File: src/rtl/svc_rb_pkg.sv
package svc_rb_pkg;
  typedef enum logic [1:0] {
    SVC_GUIDE   = 2'b00,
    SVC_PROGSIG = 2'b01,
    SVC_DELIV   = 2'b10,
    SVC_TIME    = 2'b11
  } svc_e;

  localparam int BYTE_W = 8;
  localparam int CFG_AUTO_BIT = 2;
  localparam int STAT_AVAIL_BIT = 0;
  localparam int STAT_TYPE_BIT = 1;
  localparam int STAT_CLR_BIT = 7;
endpackage

File: src/rtl/svc_rb_regs.sv
module svc_rb_regs
  import svc_rb_pkg::*;
#(
  parameter int ADDR_W = 8,
  parameter int CFG_ADDR = 'hA0,
  parameter int STAT_ADDR = 'hA1
) (
  input  logic              clk,
  input  logic              rst_n,
  input  logic              we,
  input  logic [ADDR_W-1:0] addr,
  input  logic [BYTE_W-1:0] wdata,
  output logic [1:0]        sel_q,
  output logic              auto_q,
  output logic              clr_pulse,
  output logic              sel_chg
);
  logic       cfg_hit;
  logic       stat_hit;
  logic [1:0] sel_d;
  logic       auto_d;
  logic       cfg_en;
  logic       unused_wbits;

  assign unused_wbits = ^{wdata[6:3]};

  always_comb begin
    cfg_hit   = we && (addr == ADDR_W'(CFG_ADDR));
    stat_hit  = we && (addr == ADDR_W'(STAT_ADDR));
    cfg_en    = cfg_hit;
    sel_d     = wdata[1:0];
    auto_d    = wdata[CFG_AUTO_BIT];
    sel_chg   = cfg_hit && (wdata[1:0] != sel_q);
    clr_pulse = stat_hit && wdata[STAT_CLR_BIT];
  end

  always_ff @(posedge clk or negedge rst_n) begin
    if (!rst_n) begin
      sel_q  <= SVC_GUIDE;
      auto_q <= 1'b0;
    end else if (cfg_en) begin
      sel_q  <= sel_d;
      auto_q <= auto_d;
    end
  end
endmodule

File: src/rtl/svc_rb_capture.sv
module svc_rb_capture
  import svc_rb_pkg::*;
#(
  parameter int NBYTES = 13,
  parameter int DBL_BYTES = 4,
  localparam int CNT_W = $clog2(NBYTES + 1)
) (
  input  logic [1:0]                    sel,
  input  logic                          auto_en,
  input  logic                          clr,
  input  logic                          sel_chg,
  input  logic                          cap_vld,
  input  logic [1:0]                    cap_svc,
  input  logic [CNT_W-1:0]              cap_cnt,
  input  logic                          cap_dbl,
  input  logic [NBYTES-1:0][BYTE_W-1:0] cap_data,
  output logic                          load,
  output logic [NBYTES-1:0][BYTE_W-1:0] load_data,
  output logic                          load_type
);
  logic [CNT_W-1:0] cnt_sat;

  always_comb begin
    cnt_sat   = (cap_cnt > CNT_W'(NBYTES)) ? CNT_W'(NBYTES) : cap_cnt;
    load      = cap_vld && (cap_svc == sel) && !clr && !sel_chg;
    load_type = (cap_svc == SVC_GUIDE) && auto_en && cap_dbl &&
                (cnt_sat >= CNT_W'(DBL_BYTES));
  end

  for (genvar i = 0; i < NBYTES; i++) begin : g_mask
    always_comb begin
      if (CNT_W'(i) < cnt_sat) load_data[i] = cap_data[i];
      else                     load_data[i] = '0;
    end
  end
endmodule

File: src/rtl/svc_rb_bank.sv
module svc_rb_bank
  import svc_rb_pkg::*;
#(
  parameter int NBYTES = 13
) (
  input  logic                          clk,
  input  logic                          rst_n,
  input  logic                          clr,
  input  logic                          sel_chg,
  input  logic                          load,
  input  logic [NBYTES-1:0][BYTE_W-1:0] load_data,
  input  logic                          load_type,
  output logic [NBYTES-1:0][BYTE_W-1:0] bank_q,
  output logic                          avail_q,
  output logic                          rtype_q
);
  logic avail_d;
  logic rtype_d;
  logic flag_en;

  for (genvar i = 0; i < NBYTES; i++) begin : g_byte
    logic [BYTE_W-1:0] byte_d;
    logic              byte_en;

    always_comb begin
      byte_en = clr || load;
      byte_d  = clr ? '0 : load_data[i];
    end

    always_ff @(posedge clk or negedge rst_n) begin
      if (!rst_n)       bank_q[i] <= '0;
      else if (byte_en) bank_q[i] <= byte_d;
    end
  end

  always_comb begin
    flag_en = clr || sel_chg || load;
    avail_d = avail_q;
    rtype_d = rtype_q;
    if (clr) begin
      avail_d = 1'b0;
      rtype_d = 1'b0;
    end else if (sel_chg) begin
      avail_d = 1'b0;
    end else if (load) begin
      avail_d = 1'b1;
      rtype_d = load_type;
    end
  end

  always_ff @(posedge clk or negedge rst_n) begin
    if (!rst_n) begin
      avail_q <= 1'b0;
      rtype_q <= 1'b0;
    end else if (flag_en) begin
      avail_q <= avail_d;
      rtype_q <= rtype_d;
    end
  end
endmodule

File: src/rtl/svc_readback.sv
module svc_readback
  import svc_rb_pkg::*;
#(
  parameter int NBYTES = 13,
  parameter int ADDR_W = 8,
  parameter int BANK_BASE = 'h84,
  parameter int CFG_ADDR = 'hA0,
  parameter int STAT_ADDR = 'hA1,
  parameter int DBL_BYTES = 4,
  localparam int CNT_W = $clog2(NBYTES + 1)
) (
  input  logic                     clk,
  input  logic                     rst_n,
  input  logic                     host_we,
  input  logic [ADDR_W-1:0]        host_addr,
  input  logic [BYTE_W-1:0]        host_wdata,
  output logic [BYTE_W-1:0]        host_rdata,
  input  logic                     cap_vld,
  input  logic [1:0]               cap_svc,
  input  logic [CNT_W-1:0]         cap_cnt,
  input  logic                     cap_dbl,
  input  logic [NBYTES*BYTE_W-1:0] cap_data
);
  logic                          rst_meta_n;
  logic                          rst_q_n;
  logic [1:0]                    sel_q;
  logic                          auto_q;
  logic                          clr_pulse;
  logic                          sel_chg;
  logic                          load;
  logic [NBYTES-1:0][BYTE_W-1:0] load_data;
  logic                          load_type;
  logic [NBYTES-1:0][BYTE_W-1:0] bank_q;
  logic                          avail_q;
  logic                          rtype_q;
  logic [BYTE_W-1:0]             rdata_d;

  always_ff @(posedge clk or negedge rst_n) begin
    if (!rst_n) begin
      rst_meta_n <= 1'b0;
      rst_q_n    <= 1'b0;
    end else begin
      rst_meta_n <= 1'b1;
      rst_q_n    <= rst_meta_n;
    end
  end

  svc_rb_regs #(
    .ADDR_W(ADDR_W), .CFG_ADDR(CFG_ADDR), .STAT_ADDR(STAT_ADDR)
  ) regs_i (
    .clk(clk), .rst_n(rst_q_n), .we(host_we), .addr(host_addr),
    .wdata(host_wdata), .sel_q(sel_q), .auto_q(auto_q),
    .clr_pulse(clr_pulse), .sel_chg(sel_chg)
  );

  svc_rb_capture #(
    .NBYTES(NBYTES), .DBL_BYTES(DBL_BYTES)
  ) cap_i (
    .sel(sel_q), .auto_en(auto_q), .clr(clr_pulse), .sel_chg(sel_chg),
    .cap_vld(cap_vld), .cap_svc(cap_svc), .cap_cnt(cap_cnt),
    .cap_dbl(cap_dbl), .cap_data(cap_data), .load(load),
    .load_data(load_data), .load_type(load_type)
  );

  svc_rb_bank #(
    .NBYTES(NBYTES)
  ) bank_i (
    .clk(clk), .rst_n(rst_q_n), .clr(clr_pulse), .sel_chg(sel_chg),
    .load(load), .load_data(load_data), .load_type(load_type),
    .bank_q(bank_q), .avail_q(avail_q), .rtype_q(rtype_q)
  );

  always_comb begin
    rdata_d = '0;
    if (host_addr == ADDR_W'(CFG_ADDR)) begin
      rdata_d[1:0]          = sel_q;
      rdata_d[CFG_AUTO_BIT] = auto_q;
    end else if (host_addr == ADDR_W'(STAT_ADDR)) begin
      rdata_d[STAT_AVAIL_BIT] = avail_q;
      rdata_d[STAT_TYPE_BIT]  = rtype_q;
    end else begin
      for (int i = 0; i < NBYTES; i++) begin
        if (host_addr == ADDR_W'(BANK_BASE + i)) rdata_d = bank_q[i];
      end
    end
  end

  always_ff @(posedge clk or negedge rst_q_n) begin
    if (!rst_q_n) host_rdata <= '0;
    else          host_rdata <= rdata_d;
  end
endmodule

File: config.mk
export PLATFORM = sky130hd
export DESIGN_NAME = svc_readback
export DESIGN_NICKNAME = d
export VERILOG_FILES = /design/src/rtl/svc_rb_pkg.sv /design/src/rtl/svc_rb_regs.sv /design/src/rtl/svc_rb_capture.sv /design/src/rtl/svc_rb_bank.sv /design/src/rtl/svc_readback.sv
export SDC_FILE = /design/constraint.sdc
export NUM_CORES = 1
export LEC_CHECK = 0
export ABC_CLOCK_PERIOD_IN_PS = 7200
export BUFFER_PORTS_ARGS = -buffer_cell sky130_fd_sc_hd__buf_2
export CAP_MARGIN = 0
export CORE_ASPECT_RATIO = 0.9
export CORE_MARGIN = 1.5
export CORE_UTILIZATION = 57
export DETAILED_ROUTE_END_ITERATION = 8
export HOLD_SLACK_MARGIN = 0.05
export PLACE_DENSITY = 0.94
export RECOVER_POWER = 25
export SETUP_SLACK_MARGIN = 0.3
export SKIP_CTS_REPAIR_TIMING = 1
export SLEW_MARGIN = 20
export SYNTH_ARGS = -nofsm -noshare
export SYNTH_HDL_FRONTEND = slang
export SYNTH_SLANG_ARGS = --single-unit
File: constraint.sdc
create_clock -name clk -period 7.2 [get_ports clk]
set_clock_uncertainty 0.15 [all_clocks]
set_input_delay 0.36 -clock clk [delete_from_list [all_inputs] [get_ports clk]]
set_output_delay 0.36 -clock clk [all_outputs]
set_load 0.05 [all_outputs]
# Yosys cells after proc, flatten, opt, wreduce, memory -nomap -nowiden
# Index checks and enable logic that the tools add are counted.
# word_totals
register_bits	119
latchBits	0
ram_bits	0
rom_bits	0
inputBits	131
out_inout_bits	8
elab_cells	123
memories	0
# classes
n_addsub	0
multipliers	0
div	0
order_cmp	15
n_eq_ne	18
shifts	0
muxes	50
n_bitwise	0
reduce_logical	20
# ops
cell	count
$mux 8	39
$eq 8x8->1 const B	15
$lt 4x4->1 const A	5
$lt 3x4->1 const A	4
$logic_and 1x1->1	10
$lt 1x4->1 const A	2
$lt 2x4->1 const A	2
$mux 1	6
$mux 6	1
$mux 5	1
$ge 4x3->1 const B	1
$gt 4x4->1 const B	1
$mux 4	1
$logic_or 1x1->1	3
$mux 3	1
$reduce_and 3->1	1
$reduce_bool 3->1	1
$eq 2x2->1	1
$logic_not 1->1	2
$logic_not 2->1	1
$mux 2	1
$ne 2x1->1 const B	1
$ne 2x2->1	1
$reduce_and 2->1	1
$reduce_bool 2->1	1

# Longest topological paths before layout
# logic_depth
word_depth	16
mapped_depth	9
ltp_nobuf	5

# Cells and area by module
# A second synthesis with hierarchy kept.
# unflattened
cells_unflattened	688
area_unflattened_um2	6946.7
# modules_own_cells
mod	instances	cells_each	area_per_inst_um2	seq_area_each_um2
svc_rb_bank	1	344	4300.4	2652.5
svc_readback	1	201	1574.0	250.2
svc_rb_capture	1	129	872.1	0.0
svc_rb_regs	1	14	200.2	75.1

# Least setup slack after synthesis
# No wires, ideal clock.
# synth_path
path_kind	input port to flip-flop
startpoint	input host_addr[0]
endpoint	register bank_i.bank_q[100] in the netlist's numbering
setup_ps	122
arrival_time_ps	1828
required_ps	6928
setup_slack_ps	5101
cell_stages	8
n_path_buf	3
path_cell_list	buf_6 > nor4_4 > o21ai_2 > a21oi_4 > nor3b_1 > buf_2 > buf_2 > a32o_1
# synth_via
elab_chain_cells	7
word_cells_on_any_way	12
classes_between	eq/ne (2); mux (1); reduce/logical (9)
# synth_rtl
element	line	text
from (decl)	svc_readback.sv:15	input logic [ADDR_W-1:0] host_addr,
$eq 8x8->1	svc_rb_regs.sv:29	stat_hit = we && (addr == ADDR_W'(STAT_ADDR));
$logic_and 1x1->1	svc_rb_regs.sv:29	
$logic_and 1x1->1	svc_rb_regs.sv:34	clr_pulse = stat_hit && wdata[STAT_CLR_BIT];
$logic_not 1->1	svc_rb_capture.sv:25	load = cap_vld && (cap_svc == sel) && !clr && !sel_chg;
$logic_and 1x1->1 (2 in series)	svc_rb_capture.sv:25	
$logic_or 1x1->1	svc_rb_bank.sv:26	byte_en = clr || load;
to (signal, indexed assignment)	svc_rb_bank.sv:32	else if (byte_en) bank_q[i] <= byte_d;
to (decl)	svc_rb_bank.sv:13	output logic [NBYTES-1:0][BYTE_W-1:0] bank_q,
# Several ways; a longest one is shown, not always the timed one.
# A chain may end at the register's enable or synchronous reset.

==> out/results.tsv <==
metric	value	unit
outcome	complete, but fails checks	
failing checks	design-rule violations, max-capacitance violations, max-slew violations	
Max-cap violations	1	
initial antenna violation count	0	
post-synth top area cell	dfrtp_1	
fin crit period	2850	ps
RSZ-0062 raised after global routing	false	
Final ANT Viol Nets	0	
nets@finish	817	
Post-Syn Area	5548	um2
commonest non-fill, non-tap cell in the layout	buf_2	
DR WL/cell	27.06	um
flops & latches, synth	119	
Startpoint Class	flop	
Root Driver	clkbuf_8	
crit path max-delay cell type	dfrtp_1	
r2r setup slk	4350	ps
die width	107.0	um
dpl cells	679	
Top FF cell, synth	dfrtp_1	
Final WS setup	4350	ps
Max Buffers Root-to-Sink	2	
WP buf/inv	1	
post-synth top area share	0.5368	
worst-path fanout max	64	
GR Overflow Total	0	
fin. max-slew vios	55	
first-pass GRT wire length	26420	um
row count	33	
Fill cells	401	
Final GP Congestion	0.9389	
CP cell instances	buf_4	
diode count	0	
multi-input combinational cell area	2352	um2
Worst-Margin Slew	2156	ps
Achievable Freq	350.9	MHz
Synth Area per Inst	12.17	um2
Post-synth EDFFs	0	
Synth-to-Final Area Change	44.14	%
LEAKAGE	0.003636	uW
Peak VDD IR	0.0001690	V
core area	9290	um2
DRC violations left	37	
PortBufs	134	
max_slew headroom	-0.4376	
CTS Sinks	119	
Layout Cells excl Fill	821	
Seq/Total Area, Yosys	0.5368	
drt first pass iters	9	
DRT iter0 DRCs	1264	
Critical Path Sink Type	asynchronous set/reset pin	
Num CTS Buffers	17	
largest net degree at the start of global routing	106	
storage element area	2978	um2
Total Wirelength	22220	um
pwr dens	265.3	nW/um2
Yosys warning count	0	
DR vias	5847	
Hold Path Class	in2reg	
Worst-Skew Late Latency	550	ps
vias in the first global route	4972	
Area contributors post-synth	dfrtp_1, a22o_1, a32o_1	
Netlist cell types	59	
Final Hold Vio Count	0	
syn nets	587	
Worst-path clk slew	60	ps
delay of the slowest critical-path stage	1790	ps
Setup CP Type	reg2async	
CP required	7610	ps
chip height	96.60	um
IO Count	139	
Final period util	0.3959	
DP Worst Slack	3982	ps
TritonCTS clock tree	built	
commonest non-fill, non-tap cells in the layout	buf_2, dfrtp_1, dlygate4sd3_1, a22o_1, a32o_1	
cell family with most CP delay	flip-flops	
starting density of the core	0.5972	
critical path arrival	3260	ps
hpwl dp	10970	um
htree depth	4	
die area	10330	um2
layout cells sized above 1	0.2761	
Syn Inst Count	456	
Setup-failing EPs final	0	
setup TNS	0	ps
vias per inst	7.122	
GRT Util Overall	0.3471	
ys async rst share	1.000	
[layout make-up]
type / count / area share
Clock buffer: 22 / 0.05789
Multi-Input combinational cell: 291 / 0.2942
Clock inverter: 10 / 0.02410
Sequential cell: 119 / 0.3724
Inverter: 6 / 0.002816
Timing Repair Buffer: 251 / 0.2295
Tap cell: 122 / 0.01909
[report_power, final]
group | switching, uW | internal [uW]
clock network | 337 | 628
logic | 152 | 172
registers | 76.3 | 756
total | 565 | 1560
[cells in the mapped netlist, drive strengths merged (4+ instances only)]
cell,instances
o21a,4
o21ai,16
mux4,8
o211ai,7
a21oi,15
nor2,9
a22o,65
inv,5
a211oi,4
a22oi,4
nand3,6
dfrtp,119
nand2,21
mux2,6
buf,25
clkbuf,15
a32o,41
mux2i,7
nor3,10
nand2b,8
nor2b,8
o22ai,6
[worst paths after layout]
path                               from           endpoint  cells past startpoint
min reg2reg                  rst_meta_n            rst_q_n                      0
min in group asynchronous         rst_n            rst_q_n                      3
max                             rst_q_n  bank_i.bank_q[67]                      1
min                          cap_svc[1]     bank_i.rtype_q                      3
max reg2reg                     rst_q_n  bank_i.bank_q[67]                      1
max in group clk           host_addr[0]  bank_i.bank_q[13]                      8
[sequential cells by signal, summed over array words and instances, names as in the netlist]
| register | count |
|---|---|
| bank_i.avail_q | 1 |
| bank_i.bank_q | 104 |
| bank_i.rtype_q | 1 |
| host_rdata | 8 |
| regs_i.auto_q | 1 |
| regs_i.sel_q | 2 |
| rst_meta_n | 1 |
| rst_q_n | 1 |
[layer usage]
metal	part of all wire	vias up	GRT usage
met5	0	-	0
met4	0.081	0	0.1978
met3	0.14	209	0.09256
met2	0.45	657	0.5347
met1	0.33	2703	0.4505
li1	-	2278	-
[logic make-up after synthesis]
group | share of synthesized area
multiplexers | 0.05728
XOR/XNOR | 0.006316
AO/OA/AOI/OAI | 0.2738
buffers and inverters | 0.04353
flip-flops | 0.5368
AND/OR/NAND/NOR | 0.08164
other | 0.0006759
[stage by stage]
| step | total power [uW] | hold WS (ps) | area (um2) | utilization |
|---|---|---|---|---|
| finish | 2121 | 58.69 | 7996 | 0.8607 |
| global route | 2163 | 79.20 | 7996 | 0.8607 |
| CTS | 2010 | -548.9 | 6888 | 0.7414 |
| detailed placement | 1074 | -2.065 | 6232 | 0.6708 |
| global placement | 1056 | -4.221 | 6222 | 0.6698 |
| floorplan | 974.4 | -85.59 | 5548 | - |
No activity file was read; power rests on OpenSTA's default activity.
